==> config.mk <==
export PLATFORM = sky130hd
export DESIGN_NAME = rtc_cal_engine
export DESIGN_NICKNAME = d
export VERILOG_FILES = /design/src/rtl/rtc_cal_pkg.sv /design/src/rtl/rtc_cal_advance.sv /design/src/rtl/rtc_alarm_cmp.sv /design/src/rtl/rtc_uip_track.sv /design/src/rtl/rtc_cal_engine.sv
export SDC_FILE = /design/constraint.sdc
export NUM_CORES = 1
export LEC_CHECK = 0
export BUFFER_PORTS_ARGS = -buffer_cell sky130_fd_sc_hd__buf_2
export CORE_ASPECT_RATIO = 0.9
export CORE_UTILIZATION = 40
export DETAILED_ROUTE_END_ITERATION = 10
export GPL_TIMING_DRIVEN = 0
export PLACE_DENSITY = 0.56
export SLEW_MARGIN = 20
export SYNTH_ARGS = -nofsm -noshare
export SYNTH_HDL_FRONTEND = slang
export SYNTH_SLANG_ARGS = --single-unit
export TNS_END_PERCENT = 20
==> constraint.sdc <==
create_clock -name clk -period 17.9 [get_ports clk]
set_input_delay 1.79 -clock clk [delete_from_list [all_inputs] [get_ports clk]]
set_output_delay 1.79 -clock clk [all_outputs]
set_load 0.02 [all_outputs]
==> src/rtl/rtc_cal_pkg.sv <==
package rtc_cal_pkg;

  localparam int unsigned BW     = 8;
  localparam int unsigned AW     = 4;
  localparam int unsigned VW     = 7;
  localparam int unsigned NTOD   = 7;
  localparam int unsigned NREG   = 11;
  localparam int unsigned A_SEC  = 0;
  localparam int unsigned A_MIN  = 1;
  localparam int unsigned A_HR   = 2;
  localparam int unsigned A_DOW  = 3;
  localparam int unsigned A_DATE = 4;
  localparam int unsigned A_MON  = 5;
  localparam int unsigned A_YR   = 6;
  localparam int unsigned A_GAP  = 7;
  localparam int unsigned A_SAL  = 8;
  localparam int unsigned A_MAL  = 9;
  localparam int unsigned A_HAL  = 10;

  typedef logic [BW-1:0] byte_t;
  typedef logic [VW-1:0] val_t;

  typedef struct packed {
    byte_t yr;
    byte_t mon;
    byte_t date;
    byte_t dow;
    byte_t hr;
    byte_t mn;
    byte_t sec;
  } tod_t;

  // stored byte -> plain value
  function automatic val_t dec(input byte_t b, input logic bin);
    val_t hi;
    val_t lo;
    hi = {3'b000, b[7:4]};
    lo = {3'b000, b[3:0]};
    return bin ? b[VW-1:0] : val_t'(hi * val_t'(10) + lo);
  endfunction

  // plain value -> stored byte
  function automatic byte_t enc(input val_t v, input logic bin);
    val_t tens;
    val_t ones;
    tens = v / val_t'(10);
    ones = v % val_t'(10);
    return bin ? {1'b0, v} : {tens[3:0], ones[3:0]};
  endfunction

  function automatic val_t month_days(input val_t mon, input val_t yr);
    case (mon)
      val_t'(2):                                  return (yr[1:0] == 2'b00) ? val_t'(29) : val_t'(28);
      val_t'(4), val_t'(6), val_t'(9), val_t'(11): return val_t'(30);
      default:                                    return val_t'(31);
    endcase
  endfunction

  function automatic logic is_wild(input byte_t a);
    return a[7] & a[6];
  endfunction

  function automatic logic alarm_ok(input byte_t t, input byte_t a);
    return is_wild(a) || (t == a);
  endfunction

endpackage

==> src/rtl/rtc_cal_advance.sv <==
module rtc_cal_advance
  import rtc_cal_pkg::*;
(
  input  tod_t cur,
  input  logic bin,
  input  logic h24,
  output tod_t nxt,
  output logic day_roll
);

  val_t  s, m, h, dw, d, mo, y, dim;
  val_t  s_n, m_n, h_n, dw_n, d_n, mo_n, y_n;
  logic  pm, pm_n, c_min, c_hr, c_mon, c_yr;
  byte_t hr_e;

  always_comb begin
    s   = dec(cur.sec, bin);
    m   = dec(cur.mn, bin);
    h   = dec({1'b0, cur.hr[6:0]}, bin);
    pm  = ~h24 & cur.hr[7];
    dw  = dec(cur.dow, bin);
    d   = dec(cur.date, bin);
    mo  = dec(cur.mon, bin);
    y   = dec(cur.yr, bin);
    dim = month_days(mo, y);

    c_min = (s >= val_t'(59));
    s_n   = c_min ? '0 : s + val_t'(1);

    c_hr = c_min && (m >= val_t'(59));
    m_n  = c_min ? (c_hr ? '0 : m + val_t'(1)) : m;

    h_n      = h;
    pm_n     = pm;
    day_roll = 1'b0;
    if (c_hr) begin
      if (h24) begin
        if (h >= val_t'(23)) begin
          h_n      = '0;
          day_roll = 1'b1;
        end else begin
          h_n = h + val_t'(1);
        end
      end else if (h == val_t'(11)) begin
        h_n      = val_t'(12);
        pm_n     = ~pm;
        day_roll = pm;
      end else if (h >= val_t'(12)) begin
        h_n = val_t'(1);
      end else begin
        h_n = h + val_t'(1);
      end
    end

    dw_n  = day_roll ? ((dw >= val_t'(7)) ? val_t'(1) : dw + val_t'(1)) : dw;
    c_mon = day_roll && (d >= dim);
    d_n   = day_roll ? (c_mon ? val_t'(1) : d + val_t'(1)) : d;
    c_yr  = c_mon && (mo >= val_t'(12));
    mo_n  = c_mon ? (c_yr ? val_t'(1) : mo + val_t'(1)) : mo;
    y_n   = c_yr ? ((y >= val_t'(99)) ? '0 : y + val_t'(1)) : y;

    hr_e     = enc(h_n, bin);
    nxt.sec  = enc(s_n, bin);
    nxt.mn   = enc(m_n, bin);
    nxt.hr   = h24 ? hr_e : {pm_n, hr_e[6:0]};
    nxt.dow  = enc(dw_n, bin);
    nxt.date = enc(d_n, bin);
    nxt.mon  = enc(mo_n, bin);
    nxt.yr   = enc(y_n, bin);
  end

endmodule

==> src/rtl/rtc_alarm_cmp.sv <==
module rtc_alarm_cmp
  import rtc_cal_pkg::*;
(
  input  tod_t  now,
  input  byte_t al_sec,
  input  byte_t al_min,
  input  byte_t al_hr,
  output logic  match
);

  logic sec_ok, min_ok, hr_ok;

  assign sec_ok = alarm_ok(now.sec, al_sec);
  assign min_ok = alarm_ok(now.mn, al_min);
  assign hr_ok  = alarm_ok(now.hr, al_hr);
  assign match  = sec_ok & min_ok & hr_ok;

endmodule

==> src/rtl/rtc_uip_track.sv <==
module rtc_uip_track (
  input  logic clk,
  input  logic rst_n,
  input  logic warn,
  input  logic tick,
  input  logic set_mode,
  output logic uip
);

  always_ff @(posedge clk or negedge rst_n) begin
    if (!rst_n)                uip <= 1'b0;
    else if (set_mode || tick) uip <= 1'b0;
    else if (warn)             uip <= 1'b1;
  end

  // a set_mode cycle leaves the status low
  a_r11_clear_on_set: assert property (@(posedge clk) disable iff (!rst_n)
    set_mode |=> !uip);

  // the update itself ends the pending status
  a_r11_clear_on_tick: assert property (@(posedge clk) disable iff (!rst_n)
    tick |=> !uip);

endmodule

==> src/rtl/rtc_cal_engine.sv <==
module rtc_cal_engine
  import rtc_cal_pkg::*;
(
  input  logic          clk,
  input  logic          rst_n,
  input  logic          sec_tick,
  input  logic          uip_warn,
  input  logic          set_mode,
  input  logic          bin_mode,
  input  logic          h24_mode,
  input  logic          wr_en,
  input  logic [AW-1:0] wr_addr,
  input  logic [BW-1:0] wr_data,
  input  logic [AW-1:0] rd_addr,
  output logic [BW-1:0] rd_data,
  output logic          update_done,
  output logic          alarm_hit,
  output logic          uip
);

  byte_t cnt_q [NREG];
  byte_t usr_q [NREG];
  byte_t base  [NREG];
  byte_t nxt_b [NREG];
  byte_t cnt_d [NREG];
  byte_t usr_d [NREG];
  logic  dirty_q [NREG];
  logic  wr_hit  [NREG];

  logic              set_q;
  logic              release_evt;
  logic              day_roll;
  logic              match;
  tod_t              base_tod;
  tod_t              nxt_tod;
  logic [NREG*BW-1:0] usr_flat;

  assign release_evt = set_q & ~set_mode;

  for (genvar i = 0; i < NREG; i++) begin : g_byte
    assign wr_hit[i] = wr_en && (wr_addr == AW'(i)) && (i != A_GAP);
    assign base[i]   = (release_evt && dirty_q[i]) ? usr_q[i] : cnt_q[i];
    if (i < NTOD) begin : g_tod
      assign nxt_b[i] = nxt_tod[i*BW +: BW];
    end else begin : g_keep
      assign nxt_b[i] = base[i];
    end
    assign cnt_d[i] = (wr_hit[i] && !set_mode) ? wr_data
                    : (sec_tick ? nxt_b[i] : base[i]);
    assign usr_d[i] = wr_hit[i] ? wr_data : (set_mode ? usr_q[i] : cnt_d[i]);
    assign usr_flat[i*BW +: BW] = usr_q[i];

    always_ff @(posedge clk or negedge rst_n) begin
      if (!rst_n) begin
        cnt_q[i]   <= '0;
        usr_q[i]   <= '0;
        dirty_q[i] <= 1'b0;
      end else begin
        cnt_q[i]   <= cnt_d[i];
        usr_q[i]   <= usr_d[i];
        dirty_q[i] <= set_mode & (dirty_q[i] | wr_hit[i]);
      end
    end
  end

  assign base_tod = {base[A_YR], base[A_MON], base[A_DATE], base[A_DOW],
                     base[A_HR], base[A_MIN], base[A_SEC]};

  rtc_cal_advance adv_i (
    .cur      (base_tod),
    .bin      (bin_mode),
    .h24      (h24_mode),
    .nxt      (nxt_tod),
    .day_roll (day_roll)
  );

  rtc_alarm_cmp alm_i (
    .now    (nxt_tod),
    .al_sec (base[A_SAL]),
    .al_min (base[A_MAL]),
    .al_hr  (base[A_HAL]),
    .match  (match)
  );

  rtc_uip_track uip_i (
    .clk      (clk),
    .rst_n    (rst_n),
    .warn     (uip_warn),
    .tick     (sec_tick),
    .set_mode (set_mode),
    .uip      (uip)
  );

  always_ff @(posedge clk or negedge rst_n) begin
    if (!rst_n) begin
      set_q       <= 1'b0;
      update_done <= 1'b0;
      alarm_hit   <= 1'b0;
    end else begin
      set_q       <= set_mode;
      update_done <= sec_tick;
      alarm_hit   <= sec_tick & match;
    end
  end

  assign rd_data = (int'(rd_addr) < NREG) ? usr_q[rd_addr] : '0;

  // isolated ticks give isolated completion pulses
  a_r10_done_single: assert property (@(posedge clk) disable iff (!rst_n)
    update_done |=> !update_done);

  // an alarm pulse only ever comes with an update
  a_r9_alarm_with_update: assert property (@(posedge clk) disable iff (!rst_n)
    alarm_hit |-> update_done);

  // frozen user copy moves only through writes
  a_r8_user_frozen: assert property (@(posedge clk) disable iff (!rst_n)
    (set_mode && !wr_en) |=> $stable(usr_flat));

  // seconds stay in range after an update
  a_r3_sec_range: assert property (@(posedge clk) disable iff (!rst_n)
    update_done |-> (dec(cnt_q[A_SEC], bin_mode) <= val_t'(59)));

  // a day carry lands on a valid weekday
  a_r5_dow_valid: assert property (@(posedge clk) disable iff (!rst_n)
    (sec_tick && day_roll) |=> ((cnt_q[A_DOW] >= 8'd1) && (cnt_q[A_DOW] <= 8'd7)));

  // the date never passes the length of its month
  a_r6_date_in_month: assert property (@(posedge clk) disable iff (!rst_n)
    update_done |-> (dec(cnt_q[A_DATE], bin_mode) <=
                     month_days(dec(cnt_q[A_MON], bin_mode), dec(cnt_q[A_YR], bin_mode))));

endmodule

[Word level (Yosys, flattened, before mapping)]
Cells that the tools add are included.
Widths: inputs -> output; s select.
Word-level totals
  register bits: 191
  output and inout port bits: 11
Operators by class
  mux-type cells: 93
  add/sub/neg operators: 14
  reduce and logical (&&, ||, !) cells: 43
  multipliers: 7
  bitwise operators: 33
  div/mod/pow operators: 14
  magnitude comparators: 10
  eq/ne operators: 28
Operator list (count)
  $mux 8: 59
  $mux 7: 23
  $add 7x1->7 const B: 7
  $add 7x4->7: 7
  $div 7x4->7 const B: 7
  $mod 7x4->7 const B: 7
  $mul 4x3->6 const B: 6
  $logic_and 1x1->1: 34
  $bmux 8 s4: 1
  $eq 8x8->1: 3
  $eq 7x4->1 const B: 3
  $ne 2x1->1 const B: 10
  $and 1x1->1: 19
  $eq 7x3->1 const B: 2
  $ge 7x4->1 const B: 2
  $ge 7x6->1 const B: 2
  $pmux 7 s2: 1
  $eq 4x3->1 const B: 3
  $eq 4x4->1 const B: 3
  $or 1x1->1: 10
  $mux 1: 9
  $eq 4x2->1 const B: 2
  $eq 7x2->1 const B: 1
  $ge 7x3->1 const B: 1
  15 further kinds: 20

[Logic depth before layout (Yosys ltp)]
  depth in word-level cells: 21
  gate-level depth with buffers: 37
  gate-level depth less buffers: 33

[Cells and area by module]
From an unflattened synthesis, not the netlist that was laid out.
Second synthesis, totals
  cells, all modules: 2313
  area total of the unflattened synthesis: 20185.6 um^2
By module, submodules not included
  rtc_cal_engine: cells an instance 1256, area each 12614.6 um^2, times used 1, seq. area each 4754.6 um^2
  rtc_cal_advance: cells an instance 1020, area each 7252.0 um^2, times used 1, seq. area each 0.0 um^2
  rtc_alarm_cmp: cells an instance 34, area each 280.3 um^2, times used 1, seq. area each 0.0 um^2
  rtc_uip_track: cells an instance 3, area each 38.8 um^2, times used 1, seq. area each 25.0 um^2

[Worst setup path after synthesis]
No wires, ideal clock.
  path kind: input to register
  from: in set_mode
  to: reg usr_q, in the netlist usr_flat[50]
  path slack: 9.107 ns
  arrival: 8.672 ns
  path buffers: 3
  setup time: 0.122 ns
  required time: 17.778 ns
  cell stages on the path: 36
  cell sequence: and3b_1 > buf_2 > mux2i_1 > inv_1 > ha_1 > ha_1 > inv_1 > fa_1 > xnor3_1 > nor4b_1 > o211ai_1 > buf_4 > a21oi_1 > nor2_1 > ha_1 > nand2b_1 > a21oi_1 > a31oi_1 > a32oi_4 > a21oi_2 > and4_1 > buf_6 > a211oi_4 > nand2b_2 > a32oi_2 > a31oi_1 > nor2_1 > xnor2_1 > ha_1 > inv_1 > a311oi_1 > a21o_1 > a21o_2 > nor3_4 > nand4_1 > a32o_1
On the way
  longest elaborated chain between the ends: 20
Ends and longest elaborated chain
  from (decl): RTL line rtc_cal_engine.sv:8  | input logic set_mode,
  $not 1->1: RTL line rtc_cal_engine.sv:38  | assign release_evt = set_q & ~set_mode;
  $and 1x1->1: RTL line rtc_cal_engine.sv:38
  $logic_and 1x1->1: RTL line rtc_cal_engine.sv:42  | assign base[i] = (release_evt && dirty_q[i]) ? usr_q[i] : cnt_q[i];
  $mux 8: RTL line rtc_cal_engine.sv:42
  $mul 4x3->6 / $mul 3x3->6 (equally long branches): RTL line rtc_cal_pkg.sv:39  | return bin ? b[VW-1:0] : val_t'(hi * val_t'(10) + lo);
  $add 7x4->7: RTL line rtc_cal_pkg.sv:39
  $mux 7: RTL line rtc_cal_pkg.sv:39
  $eq 7x3->1 (tied with other cells): RTL line rtc_cal_pkg.sv:52  | case (mon)
  [3 not listed]
  $logic_and 1x1->1: RTL line rtc_cal_advance.sv:56  | c_mon = day_roll && (d >= dim);
  $logic_and 1x1->1: RTL line rtc_cal_advance.sv:58  | c_yr = c_mon && (mo >= val_t'(12));
  $mux 7: RTL line rtc_cal_advance.sv:60  | y_n = c_yr ? ((y >= val_t'(99)) ? '0 : y + val_t'(1)) : y;
  $mod 7x4->7: RTL line rtc_cal_pkg.sv:47  | ones = v % val_t'(10);
  $mux 8: RTL line rtc_cal_pkg.sv:48  | return bin ? {1'b0, v} : {tens[3:0], ones[3:0]};
  $mux 8: RTL line rtc_cal_engine.sv:49  | : (sec_tick ? nxt_b[i] : base[i]);
  $mux 8: RTL line rtc_cal_engine.sv:48  | assign cnt_d[i] = (wr_hit[i] && !set_mode) ? wr_data
  $mux 8 (2 in series): RTL line rtc_cal_engine.sv:50  | assign usr_d[i] = wr_hit[i] ? wr_data : (set_mode ? usr_q[i] : cnt_d[i]);
  to (signal, indexed assignment): RTL line rtc_cal_engine.sv:60  | usr_q[i] <= usr_d[i];
  to (decl): RTL line rtc_cal_engine.sv:22  | byte_t usr_q [NREG];
Parallel ways exist; a longest one is shown, timed or not. The select of a mux whose other input is x is not followed.
A chain may end at the register's enable or synchronous reset.

==> impl_metrics.py <==
metrics = {
    "die": {
        "ios": 35,
        "num_rows": 73,
        "fp.dieArea_um2": 46160,
        "core_area_um2": 44390,
        "start_util_pct": 40.83,
        "die_y_um": 203.9,
        "die_w_um": 226.4,
    },
    "sta": {
        "layout_setup_ws_ns": 4.201,
        "slew_headroom_pct": 21.26,
        "fin_tns_setup_ns": 0,
        "clock_skew_ns": 0.01574,
        "rsz0062_at_grt": "false",
        "setup_viol": 0,
        "finalMaxSlewViolations": 0,
        "timing.final.crit_share_pct": 76.53,
        "worst_pin_slew_ns": 1.181,
        "finalCriticalPeriod_ns": 13.70,
        "finalHoldViolCount": 0,
        "max_freq_mhz": 73.00,
    },
    "placement": {
        "pre_cts_ws_ns": 4.302,
        "dpl.hpwl_um": 58650,
        "portBuffers": 24,
        "routabilityCongestion": 0.9969,
    },
    "synthesis": {
        "synth_cell_types": 116,
        "syn_avg_cell_area_um2": 8.226,
        "ys_ff_latch": 191,
        "netlist_area_um2": 18120,
        "yosysSeqAreaShare_pct": 26.37,
        "synth_edf_count": 0,
        "netlist_instances": 2203,
        "syn_nets": 2303,
        "ys.flop_type": "dfrtp_1",
        "synth-async-reset-ratio_pct": 100.0,
        "ys_warn_count": 0,
    },
    "finish": {
        "syn2layout_area_growth_pct": 8.347,
        "final_layout_size_suffix_gt1_share_pct": 10.61,
        "num-nets-final": 2348,
        "final_cell_mix": "nor2_1 (251), nand2_1 (213), a21oi_1 (197)",
        "final_common_cell": "nor2_1",
        "n_fill_cell": 4494,
    },
    "clock_network": {
        "clkLatencyLatePin_ns": 0.45,
        "numCtsBuffers": 17,
        "clk_pin_slew_worst_paths_ns": 0.08,
        "cts_tree": "built",
        "htree_levels": 4,
        "cts-root-buf": "clkbuf_16",
        "cts_resized": 0,
        "cts_setup_buffers": 0,
        "postCtsHoldBufs": 0,
        "cts_sinks": 191,
        "clk_path_buf_depth": 2,
    },
    "global_route": {
        "grt_pass1_wl_um": 111800,
        "grt.overflow.total": 0,
        "antenna_found_initial": 2,
        "track_usage_pct": 33.04,
        "grt_pass1_vias": 16860,
        "grt_max_degree": 94,
    },
    "critical_path": {
        "cpMaxStageDelayCell": "buf_1",
        "worstSetupPathType": "in -> reg",
        "crit_arrival_ns": 14.08,
        "crit_fanout": 10,
        "endpoint_kind": "register",
        "rrSetupSlack_ns": 8.33,
        "crit_path_start_kind": "primary input",
        "slowest_delay_ns": 0.94,
        "required_ns": 18.28,
        "crit_top_cell": "buf_2",
    },
    "outcome": {
        "status": "completed",
    },
    "route": {
        "via_per_inst": 6.440,
        "ant_nets": 0,
        "post_drt_wl_per_cell_um": 26.74,
        "num_vias": 18430,
        "drt_iter0_drc": 2355,
        "wl_um": 76540,
        "drtPass1Iterations": 8,
        "drc": 0,
    },
    "min_path": {
        "hold_path.class": "reg -> reg",
    },
    "job": {
        "cap_violations": 0,
    },
}
==> area by class of cell <==
class	count	area, µm²	share of cell area [%]
Timing Repair Buffer	26	185.2	0.9431
Clock buffer	19	432.9	2.205
Clock inverter	13	141.4	0.7201
Inverter	62	232.7	1.185
Buffer	137	604.3	3.078
Sequential cell	191	4780	24.34
Tap cell	600	750.7	3.823
Multi-Input combinational cell	1813	12510	63.69
Antenna cell	1	2.502	0.01274
==> per-layer routing <==
layer / global-route usage (%) / routed length (µm) / share of wire [%] / up-vias
met5: 0 / 0 / 0 / -
met4: 9.484 / 2288 / 3.0 / 0
met3: 10.15 / 9282 / 12 / 135
met2: 47.23 / 31550 / 41 / 1133
met1: 47.38 / 33420 / 44 / 8917
li1: - / - / - / 8247
==> stage by stage <==
stage	util, %	instances	area, µm²	hold WS [ns]
5_1_grt	44.23	2861	19630	0.5134
3_3_place_gp	42.79	2827	18990	0.4733
2_1_floorplan	-	2203	18120	0.4583
6_report	44.23	2862	19640	0.4963
3_5_place_dp	42.93	2829	19060	0.4787
4_1_cts	44.23	2861	19630	0.4973
==> state kept, by name (all words and copies together), names as in the netlist <==
signal       cells
set_q            1
uip_i.uip        1
alarm_hit        1
dirty_q         11
update_done      1
cnt_q           88
usr_flat        88
==> logic make-up after synthesis <==
family,count (synthesis),synth area share [%]
multiplexers,218,13.79
flip-flops,191,26.37
adder cells (fa/ha/maj),81,6.027
AND/OR/NAND/NOR,771,20.48
XOR/XNOR,65,3.217
AO/OA/AOI/OAI,678,25.48
buffers and inverters,199,4.619
==> critical path, delay by kind of cell <==
family / cells / cell delay [ns]
compound gates: 10 / 3.09
xor+xnor: 1 / 0.08
fa+ha+maj: 2 / 0.60
buf+inv: 14 / 7.06
mux: 1 / 0.40
simple gates: 4 / 0.96
==> path summary, 6_finish.rpt <==
path                       cells after the start           end       from
setup reg to reg                              36     cnt_q[33]      set_q
min in group asynchronous                      1  usr_flat[69]      rst_n
hold reg to reg                                1     cnt_q[29]  cnt_q[29]
setup / recovery                              32     cnt_q[33]   bin_mode
hold / removal                                 1     cnt_q[29]  cnt_q[29]
max in group asynchronous                      2  usr_flat[26]      rst_n
==> Yosys cell counts (all sizes together) (45+ instances only) <==
cell    number  area [µm²]
buf         55       296.5
inv         61       229.0
o21ai      150       758.2
nand2      213       799.5
a21oi      201        1021
nor3        45       252.7
mux2        66       762.0
nor2       253       954.7
nand3       63       315.3
ha          64       800.8
mux2i      136        1378
dfrtp      191        4780
clkbuf      82       307.8
Power is left out: the tool's default activity adds up to more than one toggle a clock period on the data nets, which glitch-free logic cannot reach.
